--- src/rtl/ldst_agu_pkg.sv ---
package ldst_agu_pkg;
   typedef enum logic [1:0] {
      IDX_BASE = 2'b00,
      IDX_PRE  = 2'b01,
      IDX_POST = 2'b10,
      IDX_RSVD = 2'b11
   } idx_mode_e;
endpackage

--- src/rtl/ldst_off_unit.sv ---
module ldst_off_unit #(
   parameter int AW   = 32,
   parameter int IMMW = 12,
   parameter int SHW  = 5
) (
   input  logic [IMMW-1:0] imm_off,
   input  logic [AW-1:0]   reg_off,
   input  logic            off_sel,
   input  logic [SHW-1:0]  shamt,
   output logic [AW-1:0]   offset
);
   localparam int PADW = AW - IMMW;

   logic [AW-1:0] imm_ext;
   logic [AW-1:0] reg_shl;

   initial begin
      if (IMMW > AW) $error("ldst_off_unit: IMMW exceeds AW");
      if ((1 << SHW) > AW) $error("ldst_off_unit: shift range exceeds AW");
   end

   generate
      if (PADW > 0) begin : g_imm_pad
         assign imm_ext = {{PADW{1'b0}}, imm_off};
      end else begin : g_imm_full
         assign imm_ext = imm_off[AW-1:0];
      end
   endgenerate

   assign reg_shl = reg_off << shamt;
   assign offset  = off_sel ? reg_shl : imm_ext;
endmodule

--- src/rtl/ldst_sum_unit.sv ---
module ldst_sum_unit #(
   parameter int AW          = 32,
   parameter bit NEG_BY_CMPL = 1'b1
) (
   input  logic [AW-1:0] base,
   input  logic [AW-1:0] offset,
   input  logic          up,
   output logic [AW-1:0] sum
);
   generate
      if (NEG_BY_CMPL) begin : g_cmpl
         logic [AW-1:0] opnd;
         assign opnd = up ? offset : ~offset;
         assign sum  = base + opnd + {{(AW-1){1'b0}}, ~up};
      end else begin : g_dual
         assign sum = up ? (base + offset) : (base - offset);
      end
   endgenerate
endmodule

--- src/rtl/ldst_agu.sv ---
module ldst_agu
   import ldst_agu_pkg::*;
#(
   parameter int AW          = 32,
   parameter int IMMW        = 12,
   parameter int SHW         = 5,
   parameter bit NEG_BY_CMPL = 1'b1
) (
   input  logic            clk,
   input  logic            rst_n,
   input  logic            in_vld,
   input  logic [AW-1:0]   base_val,
   input  logic [IMMW-1:0] imm_off,
   input  logic [AW-1:0]   reg_off,
   input  logic            off_sel,
   input  logic [SHW-1:0]  shamt,
   input  logic            up,
   input  logic [1:0]      idx_mode,
   input  logic            wb_req,
   output logic [AW-1:0]   addr_q,
   output logic [AW-1:0]   nbase_q,
   output logic            base_we_q
);
   initial begin
      if (AW < 8) $error("ldst_agu: AW too small");
      if (IMMW < 1) $error("ldst_agu: IMMW must be positive");
      if (SHW < 1) $error("ldst_agu: SHW must be positive");
   end

   logic [AW-1:0] offset;
   logic [AW-1:0] moved;
   logic [AW-1:0] addr_d;
   logic [AW-1:0] nbase_d;
   logic          we_d;
   idx_mode_e     mode;

   assign mode = idx_mode_e'(idx_mode);

   ldst_off_unit #(.AW(AW), .IMMW(IMMW), .SHW(SHW)) u_off (
      .imm_off (imm_off),
      .reg_off (reg_off),
      .off_sel (off_sel),
      .shamt   (shamt),
      .offset  (offset)
   );

   ldst_sum_unit #(.AW(AW), .NEG_BY_CMPL(NEG_BY_CMPL)) u_sum (
      .base   (base_val),
      .offset (offset),
      .up     (up),
      .sum    (moved)
   );

   always_comb begin
      addr_d  = base_val;
      nbase_d = base_val;
      we_d    = 1'b0;
      unique case (mode)
         IDX_PRE: begin
            addr_d  = moved;
            nbase_d = wb_req ? moved : base_val;
            we_d    = wb_req;
         end
         IDX_POST: begin
            nbase_d = moved;
            we_d    = 1'b1;
         end
         default: ;
      endcase
   end

   always_ff @(posedge clk) begin
      if (!rst_n) begin
         addr_q    <= '0;
         nbase_q   <= '0;
         base_we_q <= 1'b0;
      end else begin
         base_we_q <= in_vld & we_d;
         if (in_vld) begin
            addr_q  <= addr_d;
            nbase_q <= nbase_d;
         end
      end
   end

   AST_WE_NEEDS_VLD: assert property (@(posedge clk) disable iff (!rst_n)
      base_we_q |-> $past(in_vld)) else $error("we without valid");
   AST_IDLE_HOLD: assert property (@(posedge clk) disable iff (!rst_n)
      !$past(in_vld) |-> ($stable(addr_q) && $stable(nbase_q))) else $error("outputs moved while idle");
   AST_POST_WE: assert property (@(posedge clk) disable iff (!rst_n)
      $past(in_vld && idx_mode == 2'b10) |-> base_we_q) else $error("post without we");
   AST_POST_ADDR: assert property (@(posedge clk) disable iff (!rst_n)
      $past(in_vld && idx_mode == 2'b10) |-> addr_q == $past(base_val)) else $error("post address");
   AST_PRE_WB: assert property (@(posedge clk) disable iff (!rst_n)
      $past(in_vld && idx_mode == 2'b01 && wb_req) |-> (nbase_q == addr_q && base_we_q)) else $error("pre writeback");
   AST_BASE_ONLY: assert property (@(posedge clk) disable iff (!rst_n)
      $past(in_vld && (idx_mode == 2'b00 || idx_mode == 2'b11)) |-> (!base_we_q && addr_q == $past(base_val))) else $error("base-only");
endmodule

--- config.mk ---
export PLATFORM = sky130hd
export DESIGN_NAME = ldst_agu
export DESIGN_NICKNAME = d
export VERILOG_FILES = /design/src/rtl/ldst_agu_pkg.sv /design/src/rtl/ldst_off_unit.sv /design/src/rtl/ldst_sum_unit.sv /design/src/rtl/ldst_agu.sv
export SDC_FILE = /design/constraint.sdc
export NUM_CORES = 1
export LEC_CHECK = 0
export BUFFER_PORTS_ARGS = -buffer_cell sky130_fd_sc_hd__buf_2
export CORE_ASPECT_RATIO = 0.75
export CORE_MARGIN = 5
export CORE_UTILIZATION = 40
export CTS_CLUSTER_DIAMETER = 60
export DETAILED_ROUTE_END_ITERATION = 12
export GPL_TIMING_DRIVEN = 0
export PLACE_DENSITY = 0.65
export SLEW_MARGIN = 15
export SYNTH_ARGS = -nofsm -noshare
export SYNTH_HDL_FRONTEND = slang
export SYNTH_HIERARCHICAL = 1
export SYNTH_SLANG_ARGS = --single-unit
--- constraint.sdc ---
create_clock -name clk -period 10.25 [get_ports clk]
set_clock_uncertainty 0.1 [all_clocks]
set_input_delay 2.05 -clock clk [delete_from_list [all_inputs] [get_ports clk]]
set_output_delay 2.05 -clock clk [all_outputs]
set_load 0.02 [all_outputs]
Word level (Yosys, flattened, before mapping)
Index checks and enable logic that the tools add are counted.
{ "op_classes": {"addsub": 2, "n_eq_ne": 2, "shifts": 1, "n_mux": 6, "n_bitwise": 3} }
{ "ops": {"columns": ["cell", "n"], "rows": [
  ["two-way mux 32 bit", 4],
  ["one-hot mux 32 bit (2 select lines)", 1],
  ["adder 32 x 1 -> 32 bit", 1],
  ["adder 32 bit", 1],
  ["NOT 32 bit", 1],
  ["left shift 32 x 5 -> 32 bit", 1],
  ["== test 2 x 1 -> 1 bit, second input constant", 1],
  ["== test 2 bit, second input constant", 1],
  ["one-hot mux 1 bit (2 select lines)", 1],
  ["AND 1 bit", 1],
  ["NOT 1 bit", 1]
]} }
{ "word_totals": {"ff_bits": 65, "out_inout_bits": 65, "elab_cells": 17} }

Logic depth before layout (Yosys ltp)
Gate-level depths: netlist of run 1.
{ "depth": {"word_depth": 8, "depth_mapped": 21} }

Modules after synthesis
Netlist of run 1, hierarchy kept.
{ "modules_own_cells": {"columns": ["mod", "instances", "cells_per_inst", "area_each_um2"], "rows": [
  ["ldst_agu", 1, 334, 3106.7],
  ["ldst_off_unit", 1, 264, 2058.2],
  ["ldst_sum_unit", 1, 284, 2033.2]
]} }

Least setup slack after synthesis of run 1
Ideal clock, no wire load.
{ "synth_path": {"path_kind": "input to register", "startpoint": "in shamt[3]", "endpoint": "reg addr_q[27]", "setup_time_ps": 116, "t_arrival_ps": 5519, "t_required_ps": 10034, "setup_slack_ps": 4514, "path_stages": 19, "n_path_buf": 4, "path_cell_list": "buf_2 buf_1 buf_2 nor2_1 a32oi_1 o31ai_1 xnor2_1 ha_1 clkbuf_1 o21ai_1 a21oi_1 a2111o_1 and4b_1 o2111a_1 or4_1 o211a_1 mux2i_1 nand2_1 o211a_1"} }
{ "synth_via": {"elab_chain_cells": 7} }
{ "synth_rtl": {"columns": ["element", "line_no", "rtl"], "rows": [
  ["start: declaration", "ldst_agu.sv:16", "input logic [SHW-1:0] shamt,"],
  ["left shift 32 x 5 -> 32 bit (*)", "ldst_off_unit.sv:30", "assign reg_shl = reg_off << shamt;"],
  ["two-way mux 32 bit (*)", "ldst_off_unit.sv:31", "assign offset = off_sel ? reg_shl : imm_ext;"],
  ["named net offset[8]", "ldst_agu.sv:30", "logic [AW-1:0] offset;"],
  ["NOT 32 bit", "ldst_sum_unit.sv:13", "assign opnd = up ? offset : ~offset;"],
  ["two-way mux 32 bit (*)", "ldst_sum_unit.sv:13", null],
  ["adder 32 bit (*)", "ldst_sum_unit.sv:14", "assign sum = base + opnd + {{(AW-1){1'b0}}, ~up};"],
  ["adder 32 x 1 -> 32 bit (*)", "ldst_sum_unit.sv:14", null],
  ["named net moved[27]", "ldst_agu.sv:31", "logic [AW-1:0] moved;"],
  ["two-way mux 32 bit (*)", "ldst_agu.sv:58", "unique case (mode)"],
  ["end signal: assignment", "ldst_agu.sv:80", "addr_q <= addr_d;"],
  ["end: declaration", "ldst_agu.sv:20", "output logic [AW-1:0] addr_q,"]
]} }
The timed path passes the listed nets; every way through them passes the cells marked *.
A chain may end at the register's enable or synchronous reset.

Worst setup path in the final report of run 1
{ "layout_path": {"startpoint": "in shamt[3]", "endpoint": "reg addr_q[29]"} }
The elaborated chain is that of the path after synthesis.

==> summary.txt, run 1 <==
=====================================================================================
Pwr dens                                                                   133 nW/µm²
Internal power of the cells                                                0.000690 W
Wire length per cell after detailed routing                                   19.9 µm
Quantity of hold-fixing buffers added after cts                                     0
I/O pins                                                                          154
Final Slew Violations                                                               0
Number of standard cells after synthesis                                          882
Net count, final                                                                 1166
Fraction of power consumed by the clock network                                 27.2%
Startpoint type of the worst setup path                                    input port
Initial antenna violation count                                                     0
Number of flops mapped to enable cells by yosys                                     0
Leftover overflow at the end of global routing                                      0
Worst VDD drop                                                              0.0818 mV
Upper clock frequency limit                                                 0.152 GHz
CTS tree                                                                          yes
Total routing resource utilization after global routing                         24.1%
Post-synthesis net count                                                         1007
Count of yosys warnings during synthesis                                            6
Initial core utilization                                                        40.8%
Clock slew seen by the registers of the worst setup and hold paths            0.05 ns
Number of maximum-capacitance violations                                            0
Number of antenna diodes                                                            0
Run status                                                               finished, final reports clean
Number of global-route vias before repair                                        7385
First-pass GRT wire length                                                   40100 µm
Number of distinct library cells after synthesis                                   71
Placer congestion estimate                                                      0.968
Core footprint                                                              17700 µm²
Post-route DRC                                                                      0
Combinational share of power                                                    47.5%
First DRT Iteration DRCs                                                          848
Total number of vias                                                             7774
Share of synthesized registers carrying an async set or reset                      0%
Clock sink count                                                                   65
Final hold viol count                                                               0
Most frequent standard cell in the layout excluding fill and tap cells   sky130_fd_sc_hd__buf_2
Area growth from synthesis to final layout                                      18.6%
WP data required                                                             10.37 ns
Most used cells in the layout excluding fill and tap cells               sky130_fd_sc_hd__buf_2, sky130_fd_sc_hd__nand2_1, sky130_fd_sc_hd__dfxtp_1
Cells resized by post-CTS repair                                                    0
Net switching component of the power                                       0.000447 W
Static Leak                                                                   3.81 nW
Clk Tree Root Cell                                                       sky130_fd_sc_hd__clkbuf_16
Actual transition at the worst max-transition pin                            0.722 ns
Hold Path Class                                                               reg2reg
Worst setup path class                                                         in2reg
Final Power                                                                 0.00114 W
Number of filler instances in the final layout                                   1794
Most instantiated flip-flop cell in the synthesis netlist                sky130_fd_sc_hd__dfxtp_1
Crit path time final                                                          6.56 ns
Number of nets still failing antenna checks after routing                           0
Fraction of layout instances using a drive strength above 1                     24.6%
Die ar.                                                                     20800 µm²
Mean number of vias per cell                                                     6.04
Final wirelength                                                             25600 µm
IO buf count                                                                      148
Total negative slack for setup checks                                            0 ns
Switching part of the total power                                               39.3%
Final HPWL DP                                                                20900 µm
Share of the cycle needed by the critical path after routing                    64.0%
Y dimension of the die                                                         126 µm
Setup repair after global routing missed its margin                             false
Number of buffers created by CTS                                                    9
Clock latency on the worst-skew pair                                          0.33 ns
Part of the power in registers                                                  25.3%
Synthesized area per cell                                                    8.16 µm²
Row count                                                                          42
Slew Limit Headroom                                                             51.9%
Setup-violating endpoint count in the final report                                  0
Maximum clock path buffer count                                                     2
Die width                                                                      165 µm
Clock H-tree levels                                                                 3
Largest net degree at the start of global routing                                  11
First drt pass iteration count                                                      7
Syn Std Cell Area                                                            7200 µm²
Sequential element share of the synthesized area                                18.1%
Endpoint type of the worst setup path                                            flop
Register bit count reported by yosys                                               65
Max Fanout on Critical Path                                                        10
Worst Path Arrival                                                            6.69 ns
Setup Buffers After CTS                                                             0
=====================================================================================
==> flip-flops by register name (all words and copies together) (netlist names) <==
name and cells:
addr_q 32, nbase_q 32, base_we_q 1
==> through the flow <==
| step | util, % | setup WS (ns) | std cells | hold slack (ns) | cell area, µm² |
|---|---|---|---|---|---|
| 5_1_grt | 48.4 | 3.40 | 1287 | 0.383 | 8540 |
| 2_1_floorplan | - | 4.51 | 882 | 0.492 | 7200 |
| 6_report | 48.4 | 3.69 | 1287 | 0.370 | 8540 |
| 3_3_place_gp | 46.7 | 3.54 | 1272 | 0.358 | 8240 |
| 3_5_place_dp | 46.7 | 3.51 | 1272 | 0.361 | 8240 |
| 4_1_cts | 48.4 | 3.86 | 1287 | 0.373 | 8540 |
==> layout make-up <==
type | count | area (µm²) | area share, %
Multi-Input combinational cell | 731 | 5430 | 63.6
Sequential cell | 65 | 1300 | 15.2
Timing Repair Buffer | 148 | 741 | 8.67
Buffer | 73 | 415 | 4.86
Tap cell | 242 | 303 | 3.55
Clock buffer | 13 | 260 | 3.05
Inverter | 13 | 48.8 | 0.571
Clock inverter | 2 | 37.5 | 0.440
==> cell usage after synthesis (3+ instances only) <==
master	count	area (µm²)
sky130_fd_sc_hd__nand3b_1	32	240
sky130_fd_sc_hd__and3_1	3	18.8
sky130_fd_sc_hd__a21o_1	13	97.6
sky130_fd_sc_hd__a31oi_1	35	219
sky130_fd_sc_hd__clkbuf_1	32	120
sky130_fd_sc_hd__nor2_1	39	146
sky130_fd_sc_hd__buf_6	10	113
sky130_fd_sc_hd__o21ai_1	33	165
sky130_fd_sc_hd__o31a_1	3	26.3
sky130_fd_sc_hd__mux4_2	13	293
sky130_fd_sc_hd__nor4_1	4	25.0
sky130_fd_sc_hd__nand4_1	7	43.8
sky130_fd_sc_hd__buf_2	22	110
sky130_fd_sc_hd__buf_4	6	45.0
sky130_fd_sc_hd__mux2_2	31	349
sky130_fd_sc_hd__o21bai_1	3	22.5
sky130_fd_sc_hd__nand2_1	79	297
sky130_fd_sc_hd__or3_1	4	25.0
sky130_fd_sc_hd__a31o_2	3	26.3
sky130_fd_sc_hd__a211oi_1	7	52.6
sky130_fd_sc_hd__or4_1	3	22.5
sky130_fd_sc_hd__o221ai_1	3	26.3
sky130_fd_sc_hd__o21ai_0	63	315
sky130_fd_sc_hd__o22ai_1	18	113
sky130_fd_sc_hd__nor3b_1	3	22.5
sky130_fd_sc_hd__o211a_1	33	330
sky130_fd_sc_hd__nand3_1	11	55.1
sky130_fd_sc_hd__o21a_1	4	30.0
sky130_fd_sc_hd__nor3_1	6	30.0
sky130_fd_sc_hd__a21oi_1	41	205
sky130_fd_sc_hd__o2bb2ai_1	10	87.6
sky130_fd_sc_hd__nand2b_1	12	75.1
sky130_fd_sc_hd__dfxtp_1	65	1300
sky130_fd_sc_hd__and2_1	5	31.3
sky130_fd_sc_hd__mux2i_1	63	631
sky130_fd_sc_hd__nor2b_1	9	56.3
sky130_fd_sc_hd__inv_1	12	45.0
sky130_fd_sc_hd__ha_1	35	438
sky130_fd_sc_hd__xnor2_1	47	412
sky130_fd_sc_hd__or2_2	5	31.3
sky130_fd_sc_hd__xor2_1	13	114
sky130_fd_sc_hd__o211ai_1	4	30.0
==> power groups by stage <==
stage / registers, W / clock network [W] / logic [W]
after floorplan: 0.000317 / 0 / 0.000353
after global placement: 0.000292 / 0 / 0.000525
after detailed placement: 0.000292 / 0 / 0.000528
after CTS: 0.000287 / 0.000311 / 0.000531
after global routing: 0.000290 / 0.000325 / 0.000588
final: 0.000288 / 0.000310 / 0.000540
==> critical path, stage by stage <==
cell	delay (ns)
sky130_fd_sc_hd__buf_2	0.09
sky130_fd_sc_hd__buf_2	0.23
sky130_fd_sc_hd__buf_1	0.49
sky130_fd_sc_hd__buf_2	0.34
sky130_fd_sc_hd__nor2_1	0.15
sky130_fd_sc_hd__a32oi_1	0.22
sky130_fd_sc_hd__o31ai_1	0.13
sky130_fd_sc_hd__xnor2_1	0.16
sky130_fd_sc_hd__ha_1	0.29
sky130_fd_sc_hd__clkbuf_1	0.25
sky130_fd_sc_hd__nor2_1	0.09
sky130_fd_sc_hd__a211oi_1	0.55
sky130_fd_sc_hd__a31oi_1	0.33
sky130_fd_sc_hd__nor4b_1	0.57
sky130_fd_sc_hd__o21ai_0	0.17
sky130_fd_sc_hd__o2bb2ai_1	0.18
sky130_fd_sc_hd__mux2i_1	0.19
sky130_fd_sc_hd__nand2_1	0.08
sky130_fd_sc_hd__o211a_1	0.13
==> cells by family (layout without fill, tap and decap cells) <==
family                     after synthesis  count (layout)  share of synthesized area (%)
AOI/OAI and AO/OA                      299             299                           27.7
and+or+nand+nor                        229             229                           16.4
muxes                                  107             107                           17.7
buffers and inverters                   86             249                           6.45
DFF                                     65              65                           18.1
xor gates and xnor gates                60              60                           7.30
adders and majority gates               36              36                           6.36
==> metal layers <==
layer | track usage (%) | wire length (µm) | vias up
met5 | 0 | 0 | -
met4 | 4.35 | 348 | 0
met3 | 6.24 | 2660 | 35
met2 | 35.3 | 10700 | 424
met1 | 35.7 | 11900 | 3682
li1 | - | - | 3633
==> worst paths after layout <==
path,endpoint,depth (start not counted),slack (ns),startpoint
max,addr_q[29],19,3.69,shamt[3]
min,addr_q[15],1,0.37,addr_q[15]
max reg2reg,nbase_q[12],2,9.43,nbase_q[12]
min reg2reg,addr_q[15],1,0.37,addr_q[15]
Note: power is estimated with default switching activity, not from simulation.
==> run 2, diff against run 1 <==
PLACE_DENSITY = 0.67   (was 0.65)
clock period = 5.3 ns   (was 10.25 ns; I/O delays follow)
==> run 2 against run 1 <==
Register-to-register slack got worse by 4.9 ns. Sequential share of layout area is 0.14 points lower. Sequential cell count stayed put. Wire length fell by 0.31%. Clock-buffer cell count decreased by 1. Clock power grew 100%. Via count barely moved. Critical path depth did not move. Combinational power is 94% higher. Hold slack improved by 0.0022 ns. First-iteration DRC count grew 20%.
==> summary.txt, run 2 (synthesis results as in run 1) <==
=====================================================================================
Run status                                                               finished, final reports clean
Actual transition at the worst max-transition pin                            0.705 ns
Final wirelength                                                             25500 µm
Upper clock frequency limit                                                 0.194 GHz
Setup repair after global routing missed its margin                              true
Worst setup path class                                                         in2reg
Setup-violating endpoint count in the final report                                  0
Final hold viol count                                                               0
First DRT Iteration DRCs                                                         1014
Worst Path Arrival                                                            5.34 ns
List of cells traversed by the critical path                             buf_2, buf_2, buf_4, clkbuf_4, or2_2, o2bb2ai_2, and2b_1, or2_2, fa_1, nand2b_1, a211oi_1, o31a_1, o31a_1, nand4_1, a21oi_2, xor2_1, mux2i_1, nand2_1, o211a_1
Crit. path cell count                                                              19
Die ar.                                                                     20800 µm²
Post-placement worst setup slack                                            -0.413 ns
Mean number of vias per cell                                                     6.04
Number of buffers created by CTS                                                    9
Biggest regs                                                             addr_q: 32 flops, nbase_q: 32 flops, base_we_q: 1 flops
Clock slew seen by the registers of the worst setup and hold paths            0.05 ns
Number of global-route vias before repair                                        7297
Number of stages on the worst hold path                                             1
Number of maximum-capacitance violations                                            0
Max Fanout on Critical Path                                                        10
Final Cell Area                                                              8620 µm²
Clock sink count                                                                   65
Area growth from synthesis to final layout                                      19.7%
Initial antenna violation count                                                     1
Final Slew Violations                                                               0
Clock H-tree levels                                                                 3
Hold WS                                                                      0.372 ns
Maximum clock path buffer count                                                     2
Initial core utilization                                                        40.8%
Largest net degree at the start of global routing                                  11
Most used cells in the layout excluding fill and tap cells               sky130_fd_sc_hd__buf_2, sky130_fd_sc_hd__nand2_1, sky130_fd_sc_hd__dfxtp_1
Clock latency on the worst-skew pair                                          0.32 ns
Core footprint                                                              17700 µm²
First drt pass iteration count                                                      6
Clk Tree Root Cell                                                       sky130_fd_sc_hd__clkbuf_16
Fraction of layout instances using a drive strength above 1                     25.9%
Startpoint type of the worst setup path                                    input port
Pwr dens                                                                   259 nW/µm²
Crit path time final                                                          5.17 ns
Row count                                                                          42
Number of filler instances in the final layout                                   1786
Net count, final                                                                 1167
Slowest cell on the critical path                                        sky130_fd_sc_hd__fa_1
CTS tree                                                                          yes
Leftover overflow at the end of global routing                                      0
Post-route DRC                                                                      0
Total routing resource utilization after global routing                         23.7%
Die width                                                                      165 µm
Number of antenna diodes                                                            0
Endpoint type of the worst setup path                                            flop
Hold Path Class                                                               reg2reg
Slew Limit Headroom                                                             53.0%
WP data required                                                              5.47 ns
Y dimension of the die                                                         126 µm
Final Power                                                                 0.00224 W
Quantity of hold-fixing buffers added after cts                                     0
Worst VDD drop                                                               0.149 mV
Worst path top cell family by delay                                      simple AND/OR/NAND/NOR gates
First-pass GRT wire length                                                   39600 µm
Total number of vias                                                             7778
IO buf count                                                                      148
Wire length per cell after detailed routing                                   19.8 µm
Worst-case setup margin in the final layout                                  0.133 ns
Max stage delay on crit path                                                  0.43 ns
Worst reg2reg path depth                                                            2
Static Leak                                                                   3.84 nW
Number of nets still failing antenna checks after routing                           0
Most frequent standard cell in the layout excluding fill and tap cells   sky130_fd_sc_hd__buf_2
Share of the cycle needed by the critical path after routing                    97.5%
Critical path buffer and inverter count                                             4
Placed Instance Area                                                         8240 µm²
Final HPWL DP                                                                20800 µm
I/O pins                                                                          154
Placer congestion estimate                                                      0.994
=====================================================================================
## run 2: cell types whose count changed in the layout (fill, tap and decap cells not counted), sizes merged
cell      change
clkbuf        +3
bufinv        +1
clkinvlp      -1
clkinv        +1
buf           -3
## run 2: final timing paths
path                   start         end  slack, ns
setup / recovery    shamt[1]  addr_q[30]       0.13
hold / removal    addr_q[31]  addr_q[31]       0.37
setup reg to reg  nbase_q[1]  nbase_q[1]       4.50
hold reg to reg   addr_q[31]  addr_q[31]       0.37
## run 2: what timing repair did
action                                  in CTS  in global routing
resized for setup                            2                 20
pin swaps                                    0                  3
setup buffers                                0                  1
endpoints found under the setup margin       1                 19
## run 2: power breakdown
part / leakage, nW / switching (W) / internal [W]
combinational: 3.15 / 0.000633 / 0.000421
clock: 0.153 / 0.000206 / 0.000421
sequential: 0.540 / 0.0000227 / 0.000532
## run 2: layout make-up
cell class | instances | area [µm²] | area share, %
plain buffers | 73 | 429 | 4.98
clock buffers | 12 | 246 | 2.86
clock inverters | 3 | 65.1 | 0.755
inverters | 13 | 48.8 | 0.566
multi-input cells | 731 | 5480 | 63.5
flip-flops and latches | 65 | 1300 | 15.1
well taps | 242 | 303 | 3.51
repair buffers | 149 | 748 | 8.68
## run 2: through the flow
stage | utilization, % | cells | setup TNS [ns]
2_1_floorplan | - | 882 | 0
3_3_place_gp | 46.7 | 1272 | -3.06
3_5_place_dp | 46.7 | 1272 | -3.53
4_1_cts | 48.5 | 1287 | 0
5_1_grt | 48.8 | 1288 | -0.0352
6_report | 48.8 | 1288 | 0
## run 2: worst reg2reg max path: stages (launching register included)
cell                      delay (ns)
sky130_fd_sc_hd__dfxtp_1        0.30
sky130_fd_sc_hd__o21ai_0        0.20
sky130_fd_sc_hd__a31oi_1        0.06
## run 2: per-layer routing
layer	routed length, µm	up-vias	GRT usage (%)
met1	12000	3727	35.8
met5	7	-	0
met4	273	2	3.08
li1	-	3657	-
met3	2430	27	5.16
met2	10700	365	35.3
